--- config.mk ---
export PLATFORM = sky130hd
export DESIGN_NAME = irq_pin_ctrl
export DESIGN_NICKNAME = d
export VERILOG_FILES = /design/src/rtl/irq_pin_pkg.sv /design/src/rtl/irq_evt_capture.sv /design/src/rtl/irq_status_bank.sv /design/src/rtl/irq_pulse_timer.sv /design/src/rtl/irq_pin_drv.sv /design/src/rtl/irq_pin_ctrl.sv
export SDC_FILE = /design/constraint.sdc
export NUM_CORES = 1
export LEC_CHECK = 0
export BUFFER_PORTS_ARGS = -buffer_cell sky130_fd_sc_hd__clkbuf_2
export CAP_MARGIN = 20
export CELL_PAD_IN_SITES_DETAIL_PLACEMENT = 1
export CELL_PAD_IN_SITES_GLOBAL_PLACEMENT = 2
export CORE_ASPECT_RATIO = 0.75
export CORE_MARGIN = 3
export CORE_UTILIZATION = 30
export DETAILED_ROUTE_END_ITERATION = 10
export MAX_ROUTING_LAYER = met4
export PLACE_DENSITY = 0.76
export SYNTH_ARGS = -nofsm -noshare
export SYNTH_HDL_FRONTEND = slang
export SYNTH_SLANG_ARGS = --single-unit
--- constraint.sdc ---
create_clock -name clk -period 2.38 [get_ports clk]
set_input_delay 0.476 -clock clk [delete_from_list [all_inputs] [get_ports clk]]
set_output_delay 0.476 -clock clk [all_outputs]
set_load 0.05 [all_outputs]
--- src/rtl/irq_pin_pkg.sv ---
package irq_pin_pkg;

  typedef enum logic [1:0] {
    LEN_SHORT = 2'b00,
    LEN_MID   = 2'b01,
    LEN_LONG  = 2'b10,
    LEN_HOLD  = 2'b11
  } len_code_e;

  typedef enum logic [1:0] {
    DRV_OPEN     = 2'b00,
    DRV_ACT_LOW  = 2'b01,
    DRV_ACT_HIGH = 2'b10,
    DRV_RSVD     = 2'b11
  } drv_code_e;

  // Field order follows the bit positions of the configuration byte.
  typedef struct packed {
    len_code_e  len;
    logic [1:0] cp_sel;
    logic [1:0] spare;
    drv_code_e  drv;
  } irq_cfg_t;

  localparam irq_cfg_t CFG_RESET = '{len: LEN_SHORT, cp_sel: 2'b01,
                                     spare: 2'b00, drv: DRV_OPEN};

  localparam int CP_SEL_PSEUDO = 0;
  localparam int CP_SEL_STRIPE = 1;

endpackage

--- src/rtl/irq_evt_capture.sv ---
module irq_evt_capture import irq_pin_pkg::*; #(
  parameter int N_GEN = 4,
  localparam int NS = N_GEN + 2
) (
  input  logic             clk,
  input  logic             rst,
  input  logic [N_GEN-1:0] evt_in,
  input  logic             cp_pseudo,
  input  logic             cp_stripe,
  input  logic [1:0]       cp_sel,
  input  logic             sw_stim,
  output logic [NS-1:0]    rise
);

  logic [N_GEN-1:0] evt_q;
  logic             cp_lvl;
  logic             cp_q;

  // One edge detector per general event input.
  for (genvar gi = 0; gi < N_GEN; gi++) begin : g_edge
    always_ff @(posedge clk) begin
      if (rst) evt_q[gi] <= 1'b0;
      else     evt_q[gi] <= evt_in[gi];
    end
    assign rise[gi] = evt_in[gi] & ~evt_q[gi];
  end

  // The selected copy-protection detectors merge into one level.
  assign cp_lvl = (cp_sel[CP_SEL_PSEUDO] & cp_pseudo) |
                  (cp_sel[CP_SEL_STRIPE] & cp_stripe);

  always_ff @(posedge clk) begin
    if (rst) cp_q <= 1'b0;
    else     cp_q <= cp_lvl;
  end

  assign rise[N_GEN]   = cp_lvl & ~cp_q;
  assign rise[N_GEN+1] = sw_stim;

endmodule

--- src/rtl/irq_status_bank.sv ---
module irq_status_bank #(
  parameter int NS = 6
) (
  input  logic          clk,
  input  logic          rst,
  input  logic [NS-1:0] rise,
  input  logic [NS-1:0] clr,
  input  logic [NS-1:0] en_q,
  input  logic [NS-1:0] en_d,
  output logic [NS-1:0] status_q,
  output logic          trig,
  output logic          pend_nxt
);

  logic [NS-1:0] status_d;
  logic [NS-1:0] kept;
  logic          pend_left;

  assign kept     = status_q & ~clr;
  assign status_d = kept | rise;

  // Pending after this cycle's clears; a new edge may only start a
  // pulse when nothing enabled is left waiting.
  assign pend_left = |(kept & en_q);
  assign trig      = (|(rise & en_q)) & ~pend_left;
  assign pend_nxt  = |(status_d & en_d);

  for (genvar bi = 0; bi < NS; bi++) begin : g_bit
    always_ff @(posedge clk) begin
      if (rst) status_q[bi] <= 1'b0;
      else     status_q[bi] <= status_d[bi];
    end

    assert_set_wins_R3: assert property (@(posedge clk) disable iff (rst)
      rise[bi] |=> status_q[bi]);
    assert_clear_R3: assert property (@(posedge clk) disable iff (rst)
      (clr[bi] && !rise[bi]) |=> !status_q[bi]);
    assert_sticky_R2: assert property (@(posedge clk) disable iff (rst)
      (status_q[bi] && !clr[bi]) |=> status_q[bi]);
    assert_no_spurious_R2: assert property (@(posedge clk) disable iff (rst)
      (!status_q[bi] && !rise[bi]) |=> !status_q[bi]);
  end

endmodule

--- src/rtl/irq_pulse_timer.sv ---
module irq_pulse_timer #(
  parameter int PULSE_A = 3,
  parameter int PULSE_B = 15,
  parameter int PULSE_C = 63,
  localparam int LMAX = (PULSE_A > PULSE_B) ? ((PULSE_A > PULSE_C) ? PULSE_A : PULSE_C)
                                            : ((PULSE_B > PULSE_C) ? PULSE_B : PULSE_C),
  localparam int CW = $clog2(LMAX + 1)
) (
  input  logic       clk,
  input  logic       rst,
  input  logic       hold,
  input  logic [1:0] len_code,
  input  logic       trig,
  input  logic       pend_nxt,
  output logic       active
);

  logic [CW-1:0] cnt_q;
  logic [CW-1:0] reload;

  always_comb begin
    case (len_code)
      2'b00:   reload = CW'(PULSE_A - 1);
      2'b01:   reload = CW'(PULSE_B - 1);
      2'b10:   reload = CW'(PULSE_C - 1);
      default: reload = '0;
    endcase
  end

  always_ff @(posedge clk) begin
    if (rst) begin
      active <= 1'b0;
      cnt_q  <= '0;
    end else if (hold) begin
      active <= pend_nxt;
      cnt_q  <= '0;
    end else if (trig) begin
      active <= 1'b1;
      cnt_q  <= reload;
    end else if (active) begin
      if (cnt_q == '0) active <= 1'b0;
      else             cnt_q  <= cnt_q - 1'b1;
    end
  end

  assert_pulse_end_R4: assert property (@(posedge clk) disable iff (rst)
    (!hold && active && cnt_q == '0 && !trig) |=> !active);
  assert_count_bound_R4: assert property (@(posedge clk) disable iff (rst)
    cnt_q <= CW'(LMAX - 1));
  assert_fresh_load_R9: assert property (@(posedge clk) disable iff (rst)
    (!hold && trig) |=> active);

endmodule

--- src/rtl/irq_pin_drv.sv ---
module irq_pin_drv import irq_pin_pkg::*; (
  input  drv_code_e drv,
  input  logic      active,
  output logic      oe,
  output logic      val
);

  always_comb begin
    case (drv)
      DRV_ACT_LOW: begin
        oe  = 1'b1;
        val = ~active;
      end
      DRV_ACT_HIGH: begin
        oe  = 1'b1;
        val = active;
      end
      default: begin
        // Open drain and the reserved code: pull low only while active.
        oe  = active;
        val = 1'b0;
      end
    endcase
  end

endmodule

--- src/rtl/irq_pin_ctrl.sv ---
module irq_pin_ctrl import irq_pin_pkg::*; #(
  parameter int N_GEN   = 4,
  parameter int PULSE_A = 3,
  parameter int PULSE_B = 15,
  parameter int PULSE_C = 63,
  localparam int NM = N_GEN + 1,
  localparam int NS = N_GEN + 2
) (
  input  logic             clk,
  input  logic             rst,
  input  logic             cfg_wr,
  input  logic [7:0]       cfg_wdata,
  input  logic             mask_wr,
  input  logic [NM-1:0]    mask_wdata,
  input  logic [NS-1:0]    irq_clr,
  input  logic             sw_stim,
  input  logic [N_GEN-1:0] evt_in,
  input  logic             cp_pseudo,
  input  logic             cp_stripe,
  output logic [7:0]       cfg_rd,
  output logic [NS-1:0]    status,
  output logic             irq_oe,
  output logic             irq_val
);

  irq_cfg_t      cfg_q;
  logic [NM-1:0] mask_q;
  logic [NM-1:0] mask_d;
  logic [NS-1:0] en_q;
  logic [NS-1:0] en_d;
  logic [NS-1:0] rise;
  logic          trig;
  logic          pend_nxt;
  logic          hold;
  logic          irq_active;

  always_ff @(posedge clk) begin
    if (rst) begin
      cfg_q  <= CFG_RESET;
      mask_q <= '0;
    end else begin
      if (cfg_wr)  cfg_q  <= irq_cfg_t'(cfg_wdata);
      if (mask_wr) mask_q <= mask_wdata;
    end
  end

  assign mask_d = mask_wr ? mask_wdata : mask_q;
  // The stimulus bit cannot be masked.
  assign en_q   = {1'b1, mask_q};
  assign en_d   = {1'b1, mask_d};
  assign hold   = (cfg_q.len == LEN_HOLD);
  assign cfg_rd = cfg_q;

  irq_evt_capture #(.N_GEN(N_GEN)) u_capture (
    .clk       (clk),
    .rst       (rst),
    .evt_in    (evt_in),
    .cp_pseudo (cp_pseudo),
    .cp_stripe (cp_stripe),
    .cp_sel    (cfg_q.cp_sel),
    .sw_stim   (sw_stim),
    .rise      (rise)
  );

  irq_status_bank #(.NS(NS)) u_status (
    .clk      (clk),
    .rst      (rst),
    .rise     (rise),
    .clr      (irq_clr),
    .en_q     (en_q),
    .en_d     (en_d),
    .status_q (status),
    .trig     (trig),
    .pend_nxt (pend_nxt)
  );

  irq_pulse_timer #(.PULSE_A(PULSE_A), .PULSE_B(PULSE_B), .PULSE_C(PULSE_C)) u_timer (
    .clk      (clk),
    .rst      (rst),
    .hold     (hold),
    .len_code (cfg_q.len),
    .trig     (trig),
    .pend_nxt (pend_nxt),
    .active   (irq_active)
  );

  irq_pin_drv u_drv (
    .drv    (cfg_q.drv),
    .active (irq_active),
    .oe     (irq_oe),
    .val    (irq_val)
  );

  assert_reset_float_R1: assert property (@(posedge clk) disable iff (rst)
    $past(rst) |-> !irq_oe);
  assert_od_low_R6: assert property (@(posedge clk) disable iff (rst)
    ((cfg_q.drv == DRV_OPEN || cfg_q.drv == DRV_RSVD) && irq_oe) |-> !irq_val);
  assert_drive_on_R7: assert property (@(posedge clk) disable iff (rst)
    (cfg_q.drv == DRV_ACT_LOW || cfg_q.drv == DRV_ACT_HIGH) |-> irq_oe);
  assert_hold_level_R5: assert property (@(posedge clk) disable iff (rst)
    $past(hold) |-> (irq_active == (|(status & en_q))));

endmodule

Word-level counts from Yosys, hierarchy flattened
Index checks and enable logic that the tools add are counted.

storage, ports and cells
  input port bits = 30
  output and inout port bits = 16
  flip-flop bits (word level) = 31
  word-level logic and storage cells = 67

cells by class
  eq/ne operators = 6
  reductions and logical operators = 9
  multiplexer cells = 11
  bitwise gates (word level) = 22
  add/sub/neg operators = 1

operator list
  kind                                                  count
  AND 6 bit                                             4
  2-to-1 mux 6 bit                                      3
  case mux 6 bit (3 select lines)                       1
  OR reduction 6 bit                                    3
  AND 1 bit                                             8
  inverter 1 bit                                        7
  equality test 2 bit (second input constant)           3
  logical NOT 6 bit                                     1
  inverter 6 bit                                        1
  bitwise OR 6 bit                                      1
  subtractor 6 x 1 -> 6 bit (second input constant)     1
  2-to-1 mux 1 bit                                      5
  2-to-1 mux 5 bit                                      1
  equality test 2 x 1 -> 1 bit (second input constant)  2
  OR reduction 2 bit                                    2
  logical NOT 2 bit                                     1
  != test 2 bit (second input constant)                 1
  case mux 1 bit (2 select lines)                       1
  AND reduction 2 bit                                   1
  nonzero test 2 bit                                    1
  bitwise OR 1 bit                                      1

Longest topological paths before layout
Gate-level depths: netlist (run 1).

  depth after elaboration = 8
  depth in mapped cells = 6

Hierarchy
A second synthesis (run 1) with hierarchy kept.

unflattened totals
  cells, all modules = 153
  area, all modules = 1,497.7 um^2

modules (own cells, without submodules)
  module           times used  cells an instance  area each (um^2)
  irq_pin_ctrl     1           43                 504.2
  irq_pulse_timer  1           47                 425.4
  irq_status_bank  1           40                 336.6
  irq_evt_capture  1           17                 177.7
  irq_pin_drv      1           6                  53.8

Worst setup path after synthesis (run 1)
No wires, ideal clock.

  kind = reg2out
  start point = register cfg_q, in the netlist cfg_rd[0]
  end point = output irq_oe
  slack = 0.501 ns
  arrival = 1.403 ns
  stages on the path, launching flop included = 4
  buffers on the path = 0
  cells stage by stage = dfxtp_1 -> inv_1 -> ha_1 -> nand2b_1

between the ends
  longest elaborated chain between the ends = 3

ends and longest elaborated chain
  item                                                                        line                text
  from (decl)                                                                 irq_pin_ctrl.sv:26  irq_cfg_t cfg_q;
  from (signal assigned)                                                      irq_pin_ctrl.sv:42  if (cfg_wr) cfg_q <= irq_cfg_t'(cfg_wdata);
  equality test 2 x 1 -> 1 bit / equality test 2 bit (equally long branches)  irq_pin_drv.sv:9    case (drv)
  OR reduction 2 bit (no source line) (*)                                     -
  2-to-1 mux 1 bit (*)                                                        irq_pin_drv.sv:9
  to (decl)                                                                   irq_pin_ctrl.sv:22  output logic irq_oe,

Mark *: on every way between the ends. The rest lies on a longest branch, timed or not.

Worst setup path after layout (run 1)
  start point = register cfg_q, in the netlist cfg_rd[0]
  end point = output irq_val

between the ends
  longest elaborated chain between the ends = 2

ends and longest elaborated chain
  item                                                                        line                text
  equality test 2 bit / equality test 2 x 1 -> 1 bit (equally long branches)  irq_pin_drv.sv:9
  case mux 1 bit (2 select lines) (*)                                         irq_pin_drv.sv:9
  to (decl)                                                                   irq_pin_ctrl.sv:23  output logic irq_val

Marks and branches as above.

==> flow_summary.json, run 1 <==
{
  "status": "complete, no violations",
  "clk_pin_slew_ns": 0.07,
  "critPathTopFamily": "flip-flops",
  "cts_buffers": 5,
  "grt_pass1_vias": 1297,
  "clk_root_buffer_cell": "clkbuf_8",
  "num_rows": 21,
  "fmax_ghz": 0.532,
  "nets": 246,
  "maxCapViolCount": 0,
  "synthesis.area_um2": 1490,
  "die_w_um": 87.2,
  "wl_per_cell_um": 14.0,
  "antenna_found_initial": 0,
  "cts_tree": "built",
  "ant_nets": 0,
  "io_pins": 46,
  "power.leakage_nw": 0.876,
  "rr_endpoint": "u_timer.cnt_q[1]",
  "cts_sinks": 31,
  "reg2reg_from": "u_timer.cnt_q[0]",
  "worstSetupPathType": "reg -> out",
  "synthesis.nets": 197,
  "synthDistinctLibCells": 40,
  "r2r_slack_ns": 0.66,
  "critPathBufInv": 2,
  "n_antenna_cell": 0,
  "hold_class": "in -> reg",
  "worst_setup_path_end_kind": "primary output",
  "setup_tns_ns": 0,
  "core_um2": 4620,
  "top_layer": "met4",
  "setup_viol": 0,
  "synth-seq-cells": 31,
  "cp_max_fo": 4,
  "drc": 0,
  "critPathLaunchType": "flop",
  "final_cells": 267,
  "min_path_cells": 2,
  "worst_slew_pin_slew_ns": 0.391,
  "rsz0062_at_grt": "no",
  "ctsResizeCount": 0,
  "hold_viol": 0,
  "cp.required_ns": 1.90,
  "clock_latency_ns": 0.28,
  "clockBufferDepth": 2,
  "crit_chain": "inv_1, ha_1, mux2_2, clkbuf_2",
  "drive_gt1_share_pct": 30.0,
  "place_hpwl_um": 3030,
  "first_pass_iters": 4,
  "worstRegToRegCells": 6,
  "slew_headroom_pct": 73.5,
  "slowest_stage": "dfxtp_1",
  "postCtsSetupBuffers": 0,
  "period_share_pct": 78.9,
  "dp.cells": 259,
  "grt_usage_pct": 14.1,
  "arrival_ns": 1.40,
  "grt_overflow": 0,
  "period_minus_slack_ns": 1.88,
  "ir_drop_v": 0.000330,
  "holdWs_ns": 0.412,
  "synth_top_area_cell": "dfxtp_1",
  "route.met3.wl_um": 203,
  "met2WireLength_um": 1660,
  "via_count": 1284,
  "die_area_um2": 5840,
  "finalMaxSlewViolations": 0,
  "synth_area_leaders": "dfxtp_1 42%, mux2i_1 10%, ha_1 5.9%",
  "drt_iter0_drc": 56,
  "fin_skew_ns": 0.0102,
  "h-tree-depth": 2,
  "ys_seq_area_share_pct": 41.8,
  "io_buffers": 45,
  "area_growth_pct": 27.6,
  "critical_path_depth": 4,
  "grt_pass1_wl_um": 6200,
  "syn-instance-count": 160,
  "crit_path_end": "irq_val",
  "grt_max_degree": 26,
  "yosysTopAreaCellShare_pct": 41.8,
  "wl_um": 3740,
  "avgSynthCellArea_um2": 9.28,
  "cts_hold_buf": 0,
  "power.density_nw_per_um2": 753,
  "wl_met1_um": 1860,
  "viasPerCell": 4.81,
  "yosys_warnings": 0,
  "cp_slowest_stage_delay_ns": 0.38,
  "die_h_um": 66.9,
  "startpoint": "cfg_rd[0]",
  "gp_congestion": 0.771,
  "initial_core_util_pct": 32.1
}
-- stage by stage --
step	utilization [%]	worst slack, ns	instance area [um^2]	total power, mW
after global routing	41.0	0.390	1900	1.51
after global placement	38.4	0.628	1780	0.893
after detailed placement	38.4	0.581	1780	0.904
final	41.0	0.502	1900	1.43
after CTS	41.0	0.479	1900	1.45
after floorplan	-	0.501	1490	0.811
-- registers in the layout (all words and copies together), names as in the netlist --
signal and flops:
u_timer.active 1, mask_q 5, u_timer.cnt_q 6, cfg_rd 8, u_status.status_q 6, u_capture.cp_q 1, u_capture.evt_q 4
-- report_power, final --
| group | internal, mW | total, mW | switching (mW) | leakage, nW |
|---|---|---|---|---|
| sequential | 0.558 | 0.590 | 0.0323 | 0.257 |
| combinational | 0.116 | 0.299 | 0.183 | 0.558 |
| clock | 0.339 | 0.538 | 0.200 | 0.0612 |
| total | 1.01 | 1.43 | 0.415 | 0.876 |
-- cells in the mapped netlist --
cell type,number
ha_1,7
or2_2,1
or3_1,1
nor2b_1,6
or3b_4,1
a2111oi_0,1
nor3b_1,1
a221oi_1,1
dfxtp_1,31
and3_1,1
o2111a_1,2
a211oi_1,1
inv_1,10
inv_2,1
a31o_1,1
a22oi_1,1
nand3b_1,5
mux2_2,2
nor2_1,21
xnor2_1,1
o221ai_1,1
o21ba_2,1
a21oi_1,11
o211ai_2,1
mux2_1,1
a211o_1,2
clkbuf_1,5
o21ai_1,1
or3b_2,1
mux2i_1,15
nand2b_1,10
nand2_1,4
or2_1,1
nor3_1,1
or4_1,1
o21a_1,3
o21ai_0,2
nor4_1,1
a21boi_1,1
o311ai_1,1
-- worst min path at each step --
stage / from / endpoint
floorplan: mask_q[0] / mask_q[0]
global placement: cfg_rd[3] / cfg_rd[3]
detailed placement: cfg_rd[2] / cfg_rd[2]
CTS: cfg_wdata[4] / cfg_rd[4]
global route: cfg_wdata[4] / cfg_rd[4]
finish: cfg_wdata[4] / cfg_rd[4]
-- cell type report --
type,count,area [um^2]
repair buffers,47,240
multi-input cells,113,805
clock inverters,2,35.0
clock buffers,6,82.6
well taps,57,71.3
flip-flops and latches,31,621
fillers,552,2730
inverters,11,41.3
-- cells in the final DEF (no fill, tap or decap), types with 2 or more instances in the layout --
cell type / synthesis / final
a211o_1: 2 / 2
a21oi_1: 11 / 11
buf_4: 0 / 2
clkbuf_2: 0 / 45
clkbuf_8: 0 / 6
dfxtp_1: 31 / 31
ha_1: 7 / 7
inv_1: 10 / 10
mux2_2: 2 / 2
mux2i_1: 15 / 15
nand2_1: 4 / 4
nand2b_1: 10 / 10
nand3b_1: 5 / 5
nor2_1: 21 / 21
nor2b_1: 6 / 6
o2111a_1: 2 / 2
o21a_1: 3 / 3
o21ai_0: 2 / 2
-- routing by layer --
metal | GRT usage [%] | up-vias
met5 | - | -
met4 | 2.30 | 0
met3 | 5.07 | 2
met2 | 21.8 | 36
met1 | 17.9 | 599
li1 | - | 647
-- logic make-up after synthesis --
logic type      synth area share [%]
xor+xnor                       0.590
simple gates                    20.4
fa+ha+maj                       5.90
compound gates                  14.9
mux                             12.4
buf+inv                         4.04
flops                           41.8
Power figures use the tool's default switching activity.
==> run 2: changes to the inputs <==
--- a/config.mk
+++ b/config.mk
@@ -5,16 +5,17 @@
 export SDC_FILE = /design/constraint.sdc
 export NUM_CORES = 1
 export LEC_CHECK = 0
+export ABC_AREA = 1
 export BUFFER_PORTS_ARGS = -buffer_cell sky130_fd_sc_hd__clkbuf_2
 export CAP_MARGIN = 20
 export CELL_PAD_IN_SITES_DETAIL_PLACEMENT = 1
 export CELL_PAD_IN_SITES_GLOBAL_PLACEMENT = 2
 export CORE_ASPECT_RATIO = 0.75
 export CORE_MARGIN = 3
-export CORE_UTILIZATION = 30
+export CORE_UTILIZATION = 24
 export DETAILED_ROUTE_END_ITERATION = 10
 export MAX_ROUTING_LAYER = met4
-export PLACE_DENSITY = 0.76
+export PLACE_DENSITY = 0.7
 export SYNTH_ARGS = -nofsm -noshare
 export SYNTH_HDL_FRONTEND = slang
 export SYNTH_SLANG_ARGS = --single-unit
==> constraint.sdc (replaced) <==
create_clock -name clk -period 1.6 [get_ports clk]
set_input_delay 0.32 -clock clk [delete_from_list [all_inputs] [get_ports clk]]
set_output_delay 0.32 -clock clk [all_outputs]
set_load 0.05 [all_outputs]
==> run 2 against run 1 <==
Net effect: global-route usage down 1.7 points; final cell count up 40%; first-iteration DRC count down 18%; worst setup slack worse by 0.44 ns; combinational power up 120%.
==> flow_summary.json, run 2 <==
{
  "critPathBufInv": 2,
  "area_growth_pct": 25.7,
  "synth_top_family_by_area": "simple AND/OR/NAND/NOR gates",
  "synthDistinctLibCells": 24,
  "die_w_um": 101,
  "period_minus_slack_ns": 1.54,
  "wl_per_cell_um": 11.7,
  "largest_register_ffs": 8,
  "first_pass_iters": 4,
  "cp_max_fo": 3,
  "rsz0062_at_grt": "no",
  "setup_viol": 0,
  "dpl_worst_slack_ns": 0.132,
  "synth_compound_area_share_pct": 7.79,
  "yosysTopAreaCellShare_pct": 37.9,
  "critPathLaunchType": "flop",
  "num_rows": 25,
  "h-tree-depth": 2,
  "crit_chain": "inv_1, ha_1, nand2_1, buf_4",
  "synth_mux_area_share_pct": 0,
  "cts_buffers": 5,
  "worstSetupPathType": "reg -> out",
  "final_common_cell": "nand2_1",
  "ctsResizeCount": 1,
  "grt_usage_pct": 12.3,
  "arrival_ns": 1.22,
  "fin_skew_ns": 0.00565,
  "synth_area_leaders": "dfxtp_1 38%, nand2_1 11%, inv_1 11%",
  "grt_pass1_wl_um": 7400,
  "ant_nets": 0,
  "nets": 330,
  "final_cell_mix": "50 x nand2_1, 48 x inv_1, 43 x clkbuf_2",
  "status": "complete, no violations",
  "worst_setup_path_end_kind": "primary output",
  "io_pins": 46,
  "clock_latency_ns": 0.29,
  "n_antenna_cell": 0,
  "via_count": 1540,
  "finalMaxSlewViolations": 0,
  "wl_um": 4390,
  "die_h_um": 77.5,
  "worst_slew_pin_slew_ns": 0.337,
  "ys_seq_area_share_pct": 37.9,
  "antenna_found_initial": 0,
  "dpl_cell_area_um2": 1960,
  "synth_top_area_cell": "dfxtp_1",
  "core_um2": 6440,
  "ir_drop_v": 0.000302,
  "setup_tns_ns": 0,
  "yosys_warnings": 0,
  "power.density_nw_per_um2": 1060,
  "io_buffers": 45,
  "setup_slack_ns": 0.0647,
  "fin_area_um2": 2060,
  "syn-instance-count": 243,
  "initial_core_util_pct": 25.4,
  "slew_headroom_pct": 77.3,
  "grt_max_degree": 12,
  "hold_class": "in -> reg",
  "cp_slowest_stage_delay_ns": 0.34,
  "cp.required_ns": 1.28,
  "viasPerCell": 4.11,
  "synth_xor_area_share_pct": 2.67,
  "n_fill_cell": 851,
  "cts_tree": "built",
  "slowest_stage": "dfxtp_2",
  "maxCapViolCount": 0,
  "avgSynthCellArea_um2": 6.74,
  "drive_gt1_share_pct": 25.9,
  "cts_sinks": 31,
  "yosysMostFrequentCell": "nand2_1",
  "drt_iter0_drc": 46,
  "synth-simple-area-share_pct": 32.7,
  "clk_pin_slew_ns": 0.07,
  "synthesis.area_um2": 1640,
  "synth-seq-cells": 31,
  "postCtsSetupBuffers": 0,
  "die_area_um2": 7860,
  "place_hpwl_um": 3550,
  "drc": 0,
  "critPathTopFamily": "flip-flops",
  "cts_hold_buf": 0,
  "synth-main-ff-cell": "dfxtp_1",
  "synth_adder_area_share_pct": 5.35,
  "grt_overflow": 0,
  "period_share_pct": 96.0,
  "power.leakage_nw": 1.11,
  "synthesis.nets": 280,
  "clockBufferDepth": 2,
  "synth_common_cells": "50 x nand2_1, 48 x inv_1, 37 x nor2_1, 31 x dfxtp_1, 14 x nand3_1",
  "clk_root_buffer_cell": "clkbuf_8",
  "fmax_ghz": 0.651,
  "synth_edf_count": 0,
  "grt_pass1_vias": 1566,
  "gp_congestion": 0.774,
  "synth-async-reset-ratio_pct": 0,
  "hold_viol": 0
}
run 2: logic make-up (layout without fill, tap and decap cells):
family                   Yosys count  after routing
flip-flops                        31             31
XOR/XNOR                           5              5
buffers and inverters             57            108
AND/OR/NAND/NOR                  119            119
adder cells (fa/ha/maj)            7              7
AO/OA/AOI/OAI                     24             24
run 2: layer usage:
metal,vias to the layer above,part of all wire [%],GRT usage [%]
li1,830,-,-
met1,670,55,18.2
met2,32,39,15.9
met3,8,4.4,3.14
met4,0,1.3,4.38
met5,-,0,-
run 2: report_power, final:
group          total, mW  switching (mW)  internal [mW]
Clock              0.635           0.332          0.303
Combinational      0.652           0.429          0.223
Sequential         0.898          0.0516          0.846
Total               2.18           0.813           1.37
run 2: metrics by stage:
step	power, mW	hold slack (ns)	cells	utilization, %
after CTS	2.22	0.245	375	31.9
after floorplan	1.40	0.427	243	-
after global routing	2.36	0.262	375	31.9
after detailed placement	1.57	0.490	367	30.4
final	2.18	0.258	375	31.9
after global placement	1.57	0.486	367	30.4
run 2: layout make-up:
type / count / area [um^2] / area share (%)
Clock inverter: 3 / 20.0 / 0.973
Sequential cell: 31 / 623 / 30.3
Tap cell: 81 / 101 / 4.92
Timing Repair Buffer: 48 / 253 / 12.3
Clock buffer: 5 / 68.8 / 3.34
Multi-Input combinational cell: 155 / 797 / 38.7
Inverter: 52 / 195 / 9.48
run 2: path summary, 6_finish.rpt:
| kind | from | to | slack (ns) | cells past startpoint |
|---|---|---|---|---|
| hold / removal | evt_in[3] | u_capture.evt_q[3] | 0.26 | 3 |
| hold reg to reg | cfg_rd[0] | cfg_rd[0] | 0.50 | 2 |
| setup reg to reg | u_timer.cnt_q[1] | u_timer.cnt_q[2] | 0.19 | 8 |
| setup / recovery | cfg_rd[0] | irq_oe | 0.06 | 4 |
run 2: worst min-delay path, stage by stage:
cell and delay (ns):
clkbuf_2 0.10, inv_1 0.05, nor2_1 0.03
==> run 3: changes to the inputs <==
--- a/config.mk
+++ b/config.mk
@@ -8,14 +8,14 @@
 export ABC_AREA = 1
 export BUFFER_PORTS_ARGS = -buffer_cell sky130_fd_sc_hd__clkbuf_2
 export CAP_MARGIN = 20
-export CELL_PAD_IN_SITES_DETAIL_PLACEMENT = 1
-export CELL_PAD_IN_SITES_GLOBAL_PLACEMENT = 2
+export CELL_PAD_IN_SITES_DETAIL_PLACEMENT = 0
+export CELL_PAD_IN_SITES_GLOBAL_PLACEMENT = 1
 export CORE_ASPECT_RATIO = 0.75
-export CORE_MARGIN = 3
-export CORE_UTILIZATION = 24
+export CORE_MARGIN = 1.5
+export CORE_UTILIZATION = 30
 export DETAILED_ROUTE_END_ITERATION = 10
 export MAX_ROUTING_LAYER = met4
-export PLACE_DENSITY = 0.7
+export PLACE_DENSITY = 0.68
 export SYNTH_ARGS = -nofsm -noshare
 export SYNTH_HDL_FRONTEND = slang
 export SYNTH_SLANG_ARGS = --single-unit
==> run 3 against run 2 <==
Net effect: clock power down 5.5%; utilization is 6.9 points higher; sequential power shrank 0.4%; worst hold slack better by 0.00067 ns; worst setup slack better by 0.017 ns; power decreased by 1.9%; final cell count is 1.6% lower; via count is 2.7% lower; fmax rose by 1.1%; first-iteration DRC count down 4.3%; combinational power fell by 0.6%; sequential cell count unchanged; critical path type unchanged.
==> flow_summary.json, run 3 (same netlist as run 2, synthesis figures left out) <==
{
  "largest_register_ffs": 8,
  "grt_usage_pct": 14.5,
  "h-tree-depth": 2,
  "maxCapViolCount": 0,
  "worstSetupPathType": "reg -> out",
  "final_common_cell": "nand2_1",
  "cts_sinks": 31,
  "min_path_cells": 3,
  "finalMaxSlewViolations": 0,
  "core_um2": 5300,
  "hold_end": "cfg_rd[4]",
  "status": "complete, no violations",
  "clockBufferDepth": 2,
  "gp_congestion": 0.781,
  "crit_chain": "inv_1, ha_1, nand2_1, buf_6",
  "place_hpwl_um": 2920,
  "area_growth_pct": 25.5,
  "clock_latency_ns": 0.28,
  "slowest_stage": "dfxtp_2",
  "ant_nets": 0,
  "cp_slowest_stage_delay_ns": 0.34,
  "cts_hold_buf": 0,
  "hp-start": "cfg_wdata[4]",
  "cp.required_ns": 1.28,
  "wl_per_cell_um": 9.76,
  "grt_pass1_vias": 1422,
  "rr_endpoint": "u_timer.cnt_q[3]",
  "critPathBufInv": 2,
  "ir_drop_v": 0.000397,
  "antenna_found_initial": 0,
  "worst_setup_path_end_kind": "primary output",
  "hold_viol": 0,
  "postCtsSetupBuffers": 0,
  "fin_area_um2": 2060,
  "wl_um": 3600,
  "cts_buffers": 5,
  "drt_iter0_drc": 44,
  "fmax_ghz": 0.658,
  "grt_max_degree": 12,
  "die_w_um": 88.3,
  "rsz0062_at_grt": "no",
  "nets": 330,
  "period_minus_slack_ns": 1.52,
  "n_antenna_cell": 0,
  "die_h_um": 67.0,
  "dpl_cell_area_um2": 1950,
  "r2r_slack_ns": 0.28,
  "critPathTopFamily": "flip-flops",
  "via_count": 1499,
  "setup_tns_ns": 0,
  "slew_headroom_pct": 73.0,
  "final_cell_mix": "50 x nand2_1, 48 x inv_1, 43 x clkbuf_2",
  "cp_max_fo": 3,
  "clk_root_buffer_cell": "clkbuf_8",
  "power.density_nw_per_um2": 1040,
  "hold_class": "in -> reg",
  "initial_core_util_pct": 30.9,
  "viasPerCell": 4.06,
  "period_share_pct": 94.9,
  "final_core_util_pct": 38.8,
  "reg2reg_from": "cfg_rd[4]",
  "grt_pass1_wl_um": 6300,
  "worstRegToRegCells": 9,
  "power.leakage_nw": 1.11,
  "first_pass_iters": 4,
  "io_buffers": 45,
  "setup_viol": 0,
  "io_pins": 46,
  "critPathLaunchType": "flop",
  "clk_pin_slew_ns": 0.07,
  "setup_slack_ns": 0.0812,
  "drc": 0,
  "fin_skew_ns": 0.00675,
  "num_rows": 23,
  "arrival_ns": 1.20,
  "grt_overflow": 0,
  "drive_gt1_share_pct": 25.5,
  "dpl_worst_slack_ns": 0.168,
  "worst_slew_pin_slew_ns": 0.403,
  "cts_tree": "built",
  "die_area_um2": 5920
}
## run 3: changes by cell type in the layout (fill, tap and decap cells not counted)
cell	change
nand2_4	+1
clkbuf_1	+1
clkinvlp_4	-1
buf_6	+1
nand2_2	-1
clkbuf_4	+1
buf_4	-2
## run 3: worst register-to-register path: cells and delay by family, from the launching register on
kind / cells / cell delay, ns
DFF: 1 / 0.37
and+or+nand+nor: 9 / 0.87
## run 3: power breakdown
| group | switching, mW | leakage, nW | total (mW) | internal, mW |
|---|---|---|---|---|
| Sequential | 0.0473 | 0.258 | 0.894 | 0.847 |
| Combinational | 0.417 | 0.809 | 0.648 | 0.232 |
| Clock | 0.297 | 0.0412 | 0.600 | 0.304 |
## run 3: timing repair
action	CTS	global route
resized for setup	1	6
gates cloned	0	0
setup endpoints to repair	1	3
hold endpoints to repair	0	0
## run 3: stage by stage
step                hold WS [ns]  cells  power, mW
floorplan                  0.427    243       1.40
global placement           0.485    361       1.57
detailed placement         0.487    361       1.55
CTS                        0.248    369       2.17
global route               0.271    369       2.31
finish                     0.259    369       2.14
## run 3: area by class of cell
| class | instances | area [um^2] |
|---|---|---|
| tap | 75 | 93.8 |
| multi-input combinational | 155 | 802 |
| sequential | 31 | 623 |
| fill | 606 | 3240 |
| timing repair buffer | 48 | 256 |
| clock buffer | 6 | 72.6 |
| clock inverter | 2 | 12.5 |
| inverter | 52 | 195 |
## run 3: worst max path at each step
stage	startpoint	endpoint	slack, ns	cells after the start
floorplan	cfg_rd[5]	u_timer.cnt_q[5]	0.06	10
global placement	cp_pseudo	u_timer.cnt_q[2]	0.15	10
detailed placement	cp_stripe	u_timer.cnt_q[2]	0.17	10
CTS	cfg_rd[0]	irq_oe	0.01	4
global route	cfg_rd[0]	irq_oe	0.02	4
finish	cfg_rd[0]	irq_oe	0.08	4
## run 3: metal layers
layer  wire length (um)  vias up  track usage [%]
met1               2000      625             20.4
met5                  0        -                -
li1                   -      834                -
met4                 13        0             3.52
met3                161        3             4.46
met2               1430       37             20.2
